--- config.mk ---
export PLATFORM = sky130hd
export DESIGN_NAME = wpk_guard
export DESIGN_NICKNAME = d
export VERILOG_FILES = /design/src/rtl/wpk_pkg.sv /design/src/rtl/wpk_key_port.sv /design/src/rtl/wpk_lock_fsm.sv /design/src/rtl/wpk_strobe_gate.sv /design/src/rtl/wpk_guard.sv
export SDC_FILE = /design/constraint.sdc
export NUM_CORES = 1
export LEC_CHECK = 0
export BUFFER_PORTS_ARGS = -buffer_cell sky130_fd_sc_hd__buf_2
export CORE_AREA = 2 2 39 41
export CTS_CLUSTER_DIAMETER = 30
export DETAILED_ROUTE_END_ITERATION = 8
export DIE_AREA = 0 0 41 43
export GPL_TIMING_DRIVEN = 0
export HOLD_SLACK_MARGIN = 0.12
export SKIP_CTS_REPAIR_TIMING = 1
export SYNTH_ARGS = -nofsm -noshare
export SYNTH_HDL_FRONTEND = slang
export SYNTH_SLANG_ARGS = --single-unit
--- constraint.sdc ---
create_clock -name clk -period 0.8 [get_ports clk]
set_input_delay 0.08 -clock clk [delete_from_list [all_inputs] [get_ports clk]]
set_output_delay 0.08 -clock clk [all_outputs]
set_load 0.1 [all_outputs]
--- src/rtl/wpk_pkg.sv ---
package wpk_pkg;

    localparam logic [7:0] WPK_KEY_FIRST_DEF  = 8'hCA;
    localparam logic [7:0] WPK_KEY_SECOND_DEF = 8'h53;

    typedef enum logic [1:0] {
        WP_LOCKED = 2'd0,
        WP_ARMED  = 2'd1,
        WP_OPEN   = 2'd2
    } wp_state_e;

    typedef struct packed {
        logic       valid;
        logic [7:0] value;
    } key_cmd_t;

    function automatic wp_state_e wp_next(
        input wp_state_e  cur,
        input key_cmd_t   cmd,
        input logic [7:0] k_first,
        input logic [7:0] k_second
    );
        wp_state_e nxt;
        nxt = cur;
        if (cmd.valid) begin
            unique case (cur)
                WP_LOCKED: nxt = (cmd.value == k_first)  ? WP_ARMED : WP_LOCKED;
                WP_ARMED:  nxt = (cmd.value == k_second) ? WP_OPEN  : WP_LOCKED;
                WP_OPEN:   nxt = WP_LOCKED;
                default:   nxt = WP_LOCKED;
            endcase
        end
        return nxt;
    endfunction

endpackage

--- src/rtl/wpk_key_port.sv ---
module wpk_key_port
    import wpk_pkg::*;
#(
    parameter int              ADDR_W   = 8,
    parameter logic [ADDR_W-1:0] KEY_ADDR = 8'h24
) (
    input  logic              bus_wr,
    input  logic [ADDR_W-1:0] bus_addr,
    input  logic [7:0]        bus_wdata,
    input  logic              bkp_en,
    output key_cmd_t          cmd,
    output logic [7:0]        rdata
);
    logic hit;

    assign hit       = (bus_addr == KEY_ADDR);
    assign cmd.valid = bus_wr & hit & bkp_en;
    assign cmd.value = bus_wdata;
    assign rdata     = '0;

endmodule

--- src/rtl/wpk_lock_fsm.sv ---
module wpk_lock_fsm
    import wpk_pkg::*;
#(
    parameter logic [7:0] KEY_FIRST  = WPK_KEY_FIRST_DEF,
    parameter logic [7:0] KEY_SECOND = WPK_KEY_SECOND_DEF
) (
    input  logic     clk,
    input  logic     rst,
    input  logic     bkp_en,
    input  key_cmd_t cmd,
    output logic     open_o
);
    wp_state_e state_q;
    wp_state_e state_d;

    always_comb state_d = wp_next(state_q, cmd, KEY_FIRST, KEY_SECOND);

    always_ff @(posedge clk) begin
        if (rst) state_q <= WP_LOCKED;
        else     state_q <= state_d;
    end

    assign open_o = (state_q == WP_OPEN);

    AST_RESET_LOCKED: assert property (@(posedge clk) rst |=> !open_o);
    AST_OPEN_AFTER_SECOND: assert property (@(posedge clk) disable iff (rst)
        $rose(open_o) |-> $past(cmd.valid && cmd.value == KEY_SECOND));
    AST_ARMED_WRONG: assert property (@(posedge clk) disable iff (rst)
        (state_q == WP_ARMED && cmd.valid && cmd.value != KEY_SECOND) |=> state_q == WP_LOCKED);
    AST_OPEN_RELOCK: assert property (@(posedge clk) disable iff (rst)
        (open_o && cmd.valid) |=> !open_o);
    AST_BKP_HOLD: assert property (@(posedge clk) disable iff (rst)
        !bkp_en |=> $stable(state_q));

endmodule

--- src/rtl/wpk_strobe_gate.sv ---
module wpk_strobe_gate #(
    parameter int NPROT = 6
) (
    input  logic             clk,
    input  logic             rst,
    input  logic             open_i,
    input  logic             bkp_en,
    input  logic [NPROT-1:0] req,
    output logic [NPROT-1:0] en
);
    logic pass;

    assign pass = open_i & bkp_en;

    for (genvar i = 0; i < NPROT; i++) begin : g_lane
        assign en[i] = req[i] & pass;
    end

    AST_LOCKED_DROPS: assert property (@(posedge clk) disable iff (rst)
        !open_i |-> en == '0);
    AST_NO_SPURIOUS: assert property (@(posedge clk) disable iff (rst)
        (en & ~req) == '0);

endmodule

--- src/rtl/wpk_guard.sv ---
module wpk_guard
    import wpk_pkg::*;
#(
    parameter int                ADDR_W     = 8,
    parameter logic [ADDR_W-1:0] KEY_ADDR   = 8'h24,
    parameter int                NPROT      = 6,
    parameter logic [7:0]        KEY_FIRST  = WPK_KEY_FIRST_DEF,
    parameter logic [7:0]        KEY_SECOND = WPK_KEY_SECOND_DEF
) (
    input  logic              clk,
    input  logic              rst,
    input  logic              bus_wr,
    input  logic [ADDR_W-1:0] bus_addr,
    input  logic [7:0]        bus_wdata,
    output logic [7:0]        key_rdata,
    input  logic              bkp_en,
    input  logic [NPROT-1:0]  prot_wr_req,
    output logic [NPROT-1:0]  prot_wr_en,
    output logic              unlocked
);
    key_cmd_t cmd;
    logic     open_s;

    wpk_key_port #(.ADDR_W(ADDR_W), .KEY_ADDR(KEY_ADDR)) u_port (
        .bus_wr    (bus_wr),
        .bus_addr  (bus_addr),
        .bus_wdata (bus_wdata),
        .bkp_en    (bkp_en),
        .cmd       (cmd),
        .rdata     (key_rdata)
    );

    wpk_lock_fsm #(.KEY_FIRST(KEY_FIRST), .KEY_SECOND(KEY_SECOND)) u_fsm (
        .clk    (clk),
        .rst    (rst),
        .bkp_en (bkp_en),
        .cmd    (cmd),
        .open_o (open_s)
    );

    wpk_strobe_gate #(.NPROT(NPROT)) u_gate (
        .clk    (clk),
        .rst    (rst),
        .open_i (open_s),
        .bkp_en (bkp_en),
        .req    (prot_wr_req),
        .en     (prot_wr_en)
    );

    assign unlocked = open_s;

    AST_OTHER_ADDR_HOLD: assert property (@(posedge clk) disable iff (rst)
        (bus_wr && bus_addr != KEY_ADDR) |=> $stable(unlocked));
    AST_READ_ZERO: assert property (@(posedge clk) disable iff (rst)
        key_rdata == 8'h00);

endmodule

**Word level (Yosys, flattened, before mapping)**

Index checks and enable logic that the tools add are counted.

- Bits in registers: 2
- Word-level logic and storage cells: 19

- Eq/ne operators: 5
- Mux-type cells: 3
- Bitwise logic cells: 9
- Reductions and logical operators: 1

Operator list:

| cell | number |
|---|---|
| 1-bit AND | 9 |
| 8-bit by 6-bit equality test with 1-bit output (second input constant) | 1 |
| 8-bit by 7-bit equality test with 1-bit output (second input constant) | 1 |
| 8-bit equality test (second input constant) | 1 |
| 2-bit case mux with 2 select lines | 1 |
| 2-bit by 1-bit equality test with 1-bit output (second input constant) | 1 |
| 2-bit equality test (second input constant) | 1 |
| 2-bit zero test | 1 |
| 2-bit two-way mux | 1 |
| 1-bit two-way mux | 1 |

**Longest topological paths before layout**

Gate-level depths: netlist (run 1).

- Word-level depth: 3
- Depth in mapped cells: 3
- Depth with buffers taken out: 3

**By module**

From an unflattened synthesis (run 1), not the netlist that was laid out.

- Cell total of the unflattened synthesis: 39
- Area, all modules: 322.8 sq um

Modules (own cells, without submodules):

| module | times used | cells each | area an instance (sq um) | seq. area each (sq um) |
|---|---|---|---|---|
| wpk_key_port | 1 | 20 | 155.1 | 0.0 |
| wpk_lock_fsm | 1 | 13 | 130.1 | 40.0 |
| wpk_strobe_gate | 1 | 6 | 37.5 | 0.0 |

**Least setup slack after synthesis (run 1)**

No wires, ideal clock.

- Kind: register to output
- Start point: register u_fsm.state_q[1]
- End point: output port prot_wr_en[0]
- Arrival: 2.552 ns
- Data required time: 0.720 ns
- Setup slack: -1.832 ns
- Cell stages (with the launch flop): 3
- Cells stage by stage: dfxtp_1 > nor2b_1 > and3_2

- Cells in the longest elaborated chain, start to end: 3

RTL lines:

| element | RTL line | source |
|---|---|---|
| start: declaration | wpk_lock_fsm.sv:13 | `wp_state_e state_q;` |
| start signal: assignment | wpk_lock_fsm.sv:20 | `else state_q <= state_d;` |
| 2-bit equality test | wpk_lock_fsm.sv:23 | `assign open_o = (state_q == WP_OPEN);` |
| via unlocked | wpk_guard.sv:19 | `output logic unlocked` |
| 1-bit AND | wpk_strobe_gate.sv:13 | `assign pass = open_i & bkp_en;` |
| 1-bit AND | wpk_strobe_gate.sv:16 | `assign en[i] = req[i] & pass;` |
| end: declaration | wpk_guard.sv:18 | `output logic [NPROT-1:0] prot_wr_en,` |

The timed path passes the listed nets, and every way through them passes these cells.

**Worst setup path in the final report (run 1)**

- Start point: register u_fsm.state_q[1]
- End point: output port prot_wr_en[5]

- Cells in the longest elaborated chain, start to end: 3

RTL lines:

| element | RTL line |
|---|---|
| 2-bit equality test | wpk_lock_fsm.sv:23 |
| 1-bit AND | wpk_strobe_gate.sv:13 |
| 1-bit AND | wpk_strobe_gate.sv:16 |

Every way passes these cells.

==> results of run 1 <==
[cells in the mapped netlist]
master	n	area, um2
nand4b_1	1	8.76
buf_4	8	60.1
conb_1	1	3.75
and4bb_2	1	12.5
and3_2	6	45.0
nand2b_1	2	12.5
and4b_2	1	11.3
and3b_1	1	8.76
nor2b_1	1	6.26
nor3_1	1	5.00
mux2i_1	2	20.0
nand4bb_1	1	11.3
nor4bb_1	2	20.0
dfxtp_1	2	40.0
nor4b_2	1	15.0
[logic make-up after synthesis]
kind of cell / Yosys count
AND/OR/NAND/NOR: 18
flip-flops: 2
multiplexers: 2
other: 1
buffers and inverters: 8
[final timing paths]
| kind | startpoint | endpoint | cells after the start |
|---|---|---|---|
| max | u_fsm.state_q[1] | prot_wr_en[5] | 3 |
| min | rst | u_fsm.state_q[1] | 3 |
| max reg2reg | u_fsm.state_q[0] | u_fsm.state_q[0] | 3 |
| min reg2reg | u_fsm.state_q[0] | u_fsm.state_q[0] | 2 |
[metrics by stage]
| stage | instances | instance area, um2 | hold slack, ps |
|---|---|---|---|
| 4_1_cts | 89 | 541 | 146 |
| 3_5_place_dp | 86 | 518 | 385 |
| 6_report | 90 | 647 | 156 |
| 2_1_floorplan | 38 | 338 | 253 |
| 5_1_grt | 90 | 647 | 174 |
| 3_3_place_gp | 86 | 518 | 371 |
[area by class of cell]
type	count	area, um2
Buffer	8	60.1
Clock buffer	3	22.5
Fill cell	142	737
Multi-Input combinational cell	28	236
Sequential cell	2	47.5
Tap cell	16	20.0
Timing Repair Buffer	33	260
[where the power goes]
part / switching [mW] / leakage, nW / internal [mW]
sequential: 0.000000534 / 0.0177 / 0.0938
clock: 0.0558 / 0.0138 / 0.165
combinational: 0.196 / 0.290 / 0.0817
[worst max-delay path: stages (launching register included)]
cell     delay, ps
dfxtp_4        330
nor2b_4        210
and3_4         220
buf_12         170
[layer usage]
| metal | part of all wire, % | up-vias | GRT usage (%) |
|---|---|---|---|
| met1 | 33 | 161 | 12.1 |
| li1 | - | 187 | - |
| met2 | 58 | 27 | 18.8 |
| met4 | 0 | 0 | 6.00 |
| met3 | 9.3 | 0 | 1.57 |
| met5 | 0 | - | 0 |
==> results.sh, run 1 <==
export IMPL_status="finished with violations"
export IMPL_violations="setup timing"
export IMPL_grt_pass1_wl_um=1360
export IMPL_final_hold_viol_count=0
export IMPL_wire_per_inst_um=10.1
export IMPL_largestRegisters="u_fsm.state_q x2"
export IMPL_final_cell_mix="25 x buf_2, 9 x buf_4, 8 x conb_1"
export IMPL_tns_ps=-3090
export IMPL_crit_fanout=7
export IMPL_fmax_mhz=811
export IMPL_crit_path_start_kind="flop"
export IMPL_power_total_mw=0.592
export IMPL_first_pass_iters=1
export IMPL_post_synth_xor_area_fraction_pct=0
export IMPL_yosysWarningCount=0
export IMPL_drv_cap=0
export IMPL_yosysSeqAreaShare_pct=14.3
export IMPL_finalWorstSetupSlack_ps=-433
export IMPL_syn2layout_area_growth_pct=131
export IMPL_clock_latency_ps=220
export IMPL_hold_path_class="primary input to flop"
export IMPL_final_common_cell="buf_2"
export IMPL_drt_iter0_drc=0
export IMPL_drc=0
export IMPL_netlist_area_um2=280
export IMPL_post_route_min_period_ps=1230
export IMPL_leakage_nw=0.321
export IMPL_path_clk_slew_ps=30
export IMPL_clk_path_buf_depth=2
export IMPL_synth_compound_area_share_pct=0
export IMPL_fp_dieW_um=41
export IMPL_grt_pass1_vias=366
export IMPL_syn_area_per_cell_um2=9.04
export IMPL_antennaDiodeCount=0
export IMPL_fin_skew_ps=0.233
export IMPL_clock_sinks=2
export IMPL_synth_top_family_by_area="simple AND/OR/NAND/NOR gates"
export IMPL_postSynthCellCount=31
export IMPL_vias=375
export IMPL_largest_reg_flops=2
export IMPL_synth_fa_ha_area_share_pct=0
export IMPL_nets=102
export IMPL_critPathKind="flop to output port"
export IMPL_yosys_area_share_simple_pct=55.8
export IMPL_place_ws_ps=-434
export IMPL_die_h_um=43
export IMPL_drtAntennaViolNets=0
export IMPL_antenna_found_initial=0
export IMPL_postLayoutCoreUtil_pct=46.7
export IMPL_gp_congestion=0.627
export IMPL_synth_seq_cells=2
export IMPL_cp_data_required_time_ps=720
export IMPL_period_share_pct=154
export IMPL_ys_types=15
export IMPL_cts_tree="built"
export IMPL_overflow=0
export IMPL_die_area_um2=1760
export IMPL_cts_root_buffer="clkbuf_4"
export IMPL_grt_max_degree=8
export IMPL_cp_arrival_ps=1150
export IMPL_grtUsageTotal_pct=11.0
export IMPL_core_um2=1380
export IMPL_drive_gt1_share_pct=75.7
export IMPL_synthMuxAreaShare_pct=7.14
export IMPL_ios=41
export IMPL_peakVddDrop_uv=362
export IMPL_critPathCaptureType="output port"
export IMPL_port_buffers=32
export IMPL_cts_buffers=3
export IMPL_finalSetupViolations=9
export IMPL_rsz0062_at_grt="yes"
export IMPL_wl_um=905
export IMPL_top_register="u_fsm.state_q"
export IMPL_power_density_nw_per_um2=916
export IMPL_vias_per_cell=4.17
export IMPL_start_util_pct=20.3
export IMPL_rows=14
export IMPL_maxSlewViolCount=0
export IMPL_r2r_slack_ps=-60
export IMPL_htree_levels=1
(Power assumes the default switching activity.)
==> inputs of run 2 (changes only) <==
CTS_BUF_LIST = sky130_fd_sc_hd__clkbuf_8   (was unset)
==> run 2 against run 1 <==
The run still ends with setup timing left; sequential power barely moved; utilization rose by 1.4 points; via count grew 1.3%; power up 29%; clock power is 76% higher; maximum frequency grew 0.59%; global-route usage increased by 0.30 points; first-iteration DRC count unchanged; setup slack better by 7.2 ps; die area unchanged; wire length rose by 1.4%; final cell count is the same; critical endpoint unchanged; largest cell class unchanged.
==> results.sh, run 2 (synthesized netlist as in run 1, its figures left out) <==
export IMPL_drive_gt1_share_pct=75.7
export IMPL_drt_iter0_drc=0
export IMPL_peakVddDrop_uv=481
export IMPL_crit_fanout=7
export IMPL_clock_sinks=2
export IMPL_p_sw_mw=0.269
export IMPL_finalSetupViolations=9
export IMPL_syn2layout_area_growth_pct=137
export IMPL_hold_path_class="primary input to flop"
export IMPL_clk_path_buf_depth=2
export IMPL_wire_per_inst_um=10.2
export IMPL_wl_um=918
export IMPL_fp_dieW_um=41
export IMPL_cp_data_required_time_ps=720
export IMPL_htree_levels=1
export IMPL_r2r_cells=3
export IMPL_seqPwrFrac_pct=12.3
export IMPL_p_sw_share_pct=35.3
export IMPL_post_route_min_period_ps=1230
export IMPL_critPathCaptureType="output port"
export IMPL_cts_tree="built"
export IMPL_rows=14
export IMPL_rsz0062_at_grt="yes"
export IMPL_critPathKind="flop to output port"
export IMPL_antenna_found_initial=0
export IMPL_tns_ps=-3040
export IMPL_gp_congestion=0.627
export IMPL_fmax_mhz=816
export IMPL_final_common_cell="buf_2"
export IMPL_grt_pass1_vias=379
export IMPL_top_register="u_fsm.state_q"
export IMPL_path_clk_slew_ps=30
export IMPL_fin_skew_ps=1.20
export IMPL_ios=41
export IMPL_largestRegisters="u_fsm.state_q x2"
export IMPL_leakage_nw=0.329
export IMPL_start_util_pct=20.3
export IMPL_power_frac_comb_pct=36.5
export IMPL_final_cell_mix="25 x buf_2, 9 x buf_4, 8 x conb_1"
export IMPL_r2r_start="u_fsm.state_q[0]"
export IMPL_timing_rr_end="u_fsm.state_q[0]"
export IMPL_cp_startpoint="u_fsm.state_q[1]"
export IMPL_finalWorstSetupSlack_ps=-426
export IMPL_grt_max_degree=8
export IMPL_vias_per_cell=4.22
export IMPL_grtUsageTotal_pct=11.3
export IMPL_overflow=0
export IMPL_drc=0
export IMPL_antennaDiodeCount=0
export IMPL_drtAntennaViolNets=0
export IMPL_first_pass_iters=1
export IMPL_core_um2=1380
export IMPL_r2r_slack_ps=-60
export IMPL_grt_pass1_wl_um=1390
export IMPL_power_density_nw_per_um2=1140
export IMPL_die_area_um2=1760
export IMPL_cts_buffers=3
export IMPL_crit_path_start_kind="flop"
export IMPL_power_frac_clock_pct=51.2
export IMPL_drv_cap=0
export IMPL_maxSlewViolCount=0
export IMPL_period_share_pct=153
export IMPL_die_h_um=43
export IMPL_largest_reg_flops=2
export IMPL_nets=102
export IMPL_crit_end="prot_wr_en[5]"
export IMPL_cts_root_buffer="clkbuf_8"
export IMPL_status="finished with violations"
export IMPL_clock_latency_ps=210
export IMPL_intPower_mw=0.493
export IMPL_final_hold_viol_count=0
export IMPL_port_buffers=32
export IMPL_violations="setup timing"
export IMPL_cp_arrival_ps=1150
export IMPL_vias=380
export IMPL_place_ws_ps=-434
-- run 2: layer usage --
metal,wire [um],GRT usage [%]
met5,0,0
met4,0,6.00
met3,84,1.57
met1,310,11.8
met2,524,20.0
-- run 2: layout make-up --
class | count | area [um2]
fill | 138 | 718
timing repair buffer | 33 | 260
multi-input combinational | 28 | 236
buffer | 8 | 60.1
sequential | 2 | 47.5
clock buffer | 3 | 41.3
tap | 16 | 20.0
-- run 2: worst min path at each step --
stage          cells past startpoint          endpoint  startpoint
2_1_floorplan                      2  u_fsm.state_q[1]         rst
3_3_place_gp                       3  u_fsm.state_q[1]         rst
3_5_place_dp                       3  u_fsm.state_q[1]         rst
4_1_cts                            3  u_fsm.state_q[1]         rst
5_1_grt                            3  u_fsm.state_q[1]         rst
6_report                           3  u_fsm.state_q[1]         rst
-- run 2: power groups by stage --
stage | Clock [mW] | Combinational [mW] | Sequential, mW
floorplan | 0 | 0.208 | 0.102
global placement | 0 | 0.273 | 0.102
detailed placement | 0 | 0.274 | 0.102
CTS | 0.406 | 0.275 | 0.101
global route | 0.411 | 0.294 | 0.0938
finish | 0.390 | 0.278 | 0.0939
-- run 2: stage by stage --
step / cells / hold slack, ps / cell area [um2] / utilization [%] / total power, mW
after detailed placement: 86 / 385 / 518 / 37.4 / 0.376
after global routing: 90 / 196 / 666 / 48.1 / 0.799
after CTS: 89 / 165 / 559 / 40.4 / 0.781
final: 90 / 170 / 666 / 48.1 / 0.762
after floorplan: 38 / 253 / 338 / - / 0.310
after global placement: 86 / 371 / 518 / 37.4 / 0.375
-- run 2: worst max-delay path, cell delays in order (launching register included) --
cell     delay [ps]
dfxtp_4         330
nor2b_4         210
and3_4          230
buf_12          170
==> inputs of run 3 (changes only) <==
PLACE_DENSITY = 0.68   (was unset)
==> run 3 against run 2 <==
The flow still finishes with violations (setup timing); power rose by 0.34%; die area did not move; final cell count did not move; register-to-register slack got worse by 30 ps; critical path type unchanged; critical endpoint is now prot_wr_en[2].
==> results.sh, run 3 (synthesized netlist as in run 1, its figures left out) <==
export IMPL_power_density_nw_per_um2=1150
export IMPL_clk_path_buf_depth=2
export IMPL_drtAntennaViolNets=0
export IMPL_critPathCaptureType="output port"
export IMPL_antennaDiodeCount=0
export IMPL_power_frac_comb_pct=36.0
export IMPL_violations="setup timing"
export IMPL_intPower_mw=0.497
export IMPL_rsz0062_at_grt="yes"
export IMPL_cp_startpoint="u_fsm.state_q[1]"
export IMPL_port_buffers=32
export IMPL_cts_buffers=3
export IMPL_path_clk_slew_ps=30
export IMPL_fmax_mhz=817
export IMPL_timing_rr_end="u_fsm.state_q[1]"
export IMPL_crit_end="prot_wr_en[2]"
export IMPL_power_frac_clock_pct=51.3
export IMPL_final_common_cell="buf_2"
export IMPL_grt_max_degree=8
export IMPL_cp_arrival_ps=1140
export IMPL_hpwl_um=655
export IMPL_crit_fanout=7
export IMPL_top_register="u_fsm.state_q"
export IMPL_r2r_start="u_fsm.state_q[0]"
export IMPL_first_pass_iters=4
export IMPL_largestRegisters="u_fsm.state_q x2"
export IMPL_cts_root_buffer="clkbuf_8"
export IMPL_crit_path_start_kind="flop"
export IMPL_start_util_pct=20.3
export IMPL_final_hold_viol_count=0
export IMPL_r2r_slack_ps=-90
export IMPL_syn2layout_area_growth_pct=136
export IMPL_grt_pass1_wl_um=1010
export IMPL_critPathKind="flop to output port"
export IMPL_power_total_mw=0.764
export IMPL_rows=14
export IMPL_finalWorstSetupSlack_ps=-424
export IMPL_post_route_min_period_ps=1220
export IMPL_finalSetupViolations=9
export IMPL_die_area_um2=1760
export IMPL_clock_sinks=2
export IMPL_tns_ps=-3060
export IMPL_peakVddDrop_uv=480
export IMPL_p_sw_share_pct=35.0
export IMPL_status="finished with violations"
export IMPL_htree_levels=1
export IMPL_gp_congestion=0.620
export IMPL_wire_per_inst_um=9.27
export IMPL_grtUsageTotal_pct=8.62
export IMPL_r2r_cells=3
export IMPL_antenna_found_initial=0
export IMPL_period_share_pct=153
export IMPL_seqPwrFrac_pct=12.7
export IMPL_leakage_nw=0.329
export IMPL_cp_data_required_time_ps=720
export IMPL_clock_latency_ps=210
export IMPL_drc=0
export IMPL_fp_dieW_um=41
export IMPL_maxSlewViolCount=0
export IMPL_grt_pass1_vias=276
export IMPL_drv_cap=0
export IMPL_final_cell_mix="25 x buf_2, 9 x buf_4, 8 x conb_1"
export IMPL_drive_gt1_share_pct=74.3
export IMPL_vias=364
export IMPL_largest_reg_flops=2
export IMPL_core_um2=1380
export IMPL_p_sw_mw=0.268
export IMPL_cts_tree="built"
export IMPL_drt_iter0_drc=6
export IMPL_holdWs_ps=158
export IMPL_nets=102
export IMPL_hold_path_class="primary input to flop"
export IMPL_wl_um=834
export IMPL_die_h_um=43
export IMPL_overflow=0
export IMPL_ios=41
export IMPL_vias_per_cell=4.04
export IMPL_fin_skew_ps=0.396
[run 3: metrics by stage]
stage / worst slack (ps) / cells / cell area (um2) / util (%)
3_3_place_gp: -422 / 86 / 518 / 37.4
3_5_place_dp: -434 / 86 / 518 / 37.4
4_1_cts: -660 / 89 / 559 / 40.4
5_1_grt: -487 / 90 / 662 / 47.8
2_1_floorplan: -678 / 38 / 338 / -
6_report: -424 / 90 / 662 / 47.8
[run 3: per-layer routing]
metal	part of all wire, %	track usage [%]
met5	0	0
met4	0	8.00
met3	12	2.09
met2	52	14.4
met1	35	7.67
[run 3: worst min path at each step]
| stage | slack (ps) | start | cells after the start | end |
|---|---|---|---|---|
| final | 160 | rst | 3 | u_fsm.state_q[1] |
| after detailed placement | 380 | rst | 3 | u_fsm.state_q[1] |
| after CTS | 160 | rst | 3 | u_fsm.state_q[1] |
| after floorplan | 250 | rst | 2 | u_fsm.state_q[1] |
| after global placement | 370 | rst | 3 | u_fsm.state_q[1] |
| after global routing | 180 | rst | 3 | u_fsm.state_q[1] |
[run 3: power by group through the flow]
stage	logic, mW	registers (mW)	clock network [mW]
5_1_grt	0.289	0.0972	0.422
6_report	0.275	0.0972	0.392
4_1_cts	0.274	0.101	0.409
2_1_floorplan	0.208	0.102	0
3_5_place_dp	0.274	0.102	0
3_3_place_gp	0.271	0.102	0
[run 3: cell type report]
class / count / area (um2)
tap: 16 / 20.0
buffer: 8 / 60.1
fill: 125 / 722
multi-input combinational: 28 / 236
timing repair buffer: 33 / 260
clock buffer: 3 / 41.3
sequential: 2 / 43.8
[run 3: worst max-delay path, cell delays in order, from the launching register on]
cell,delay (ps)
dfxtp_4,340
nor2b_4,210
and3_4,220
buf_12,170
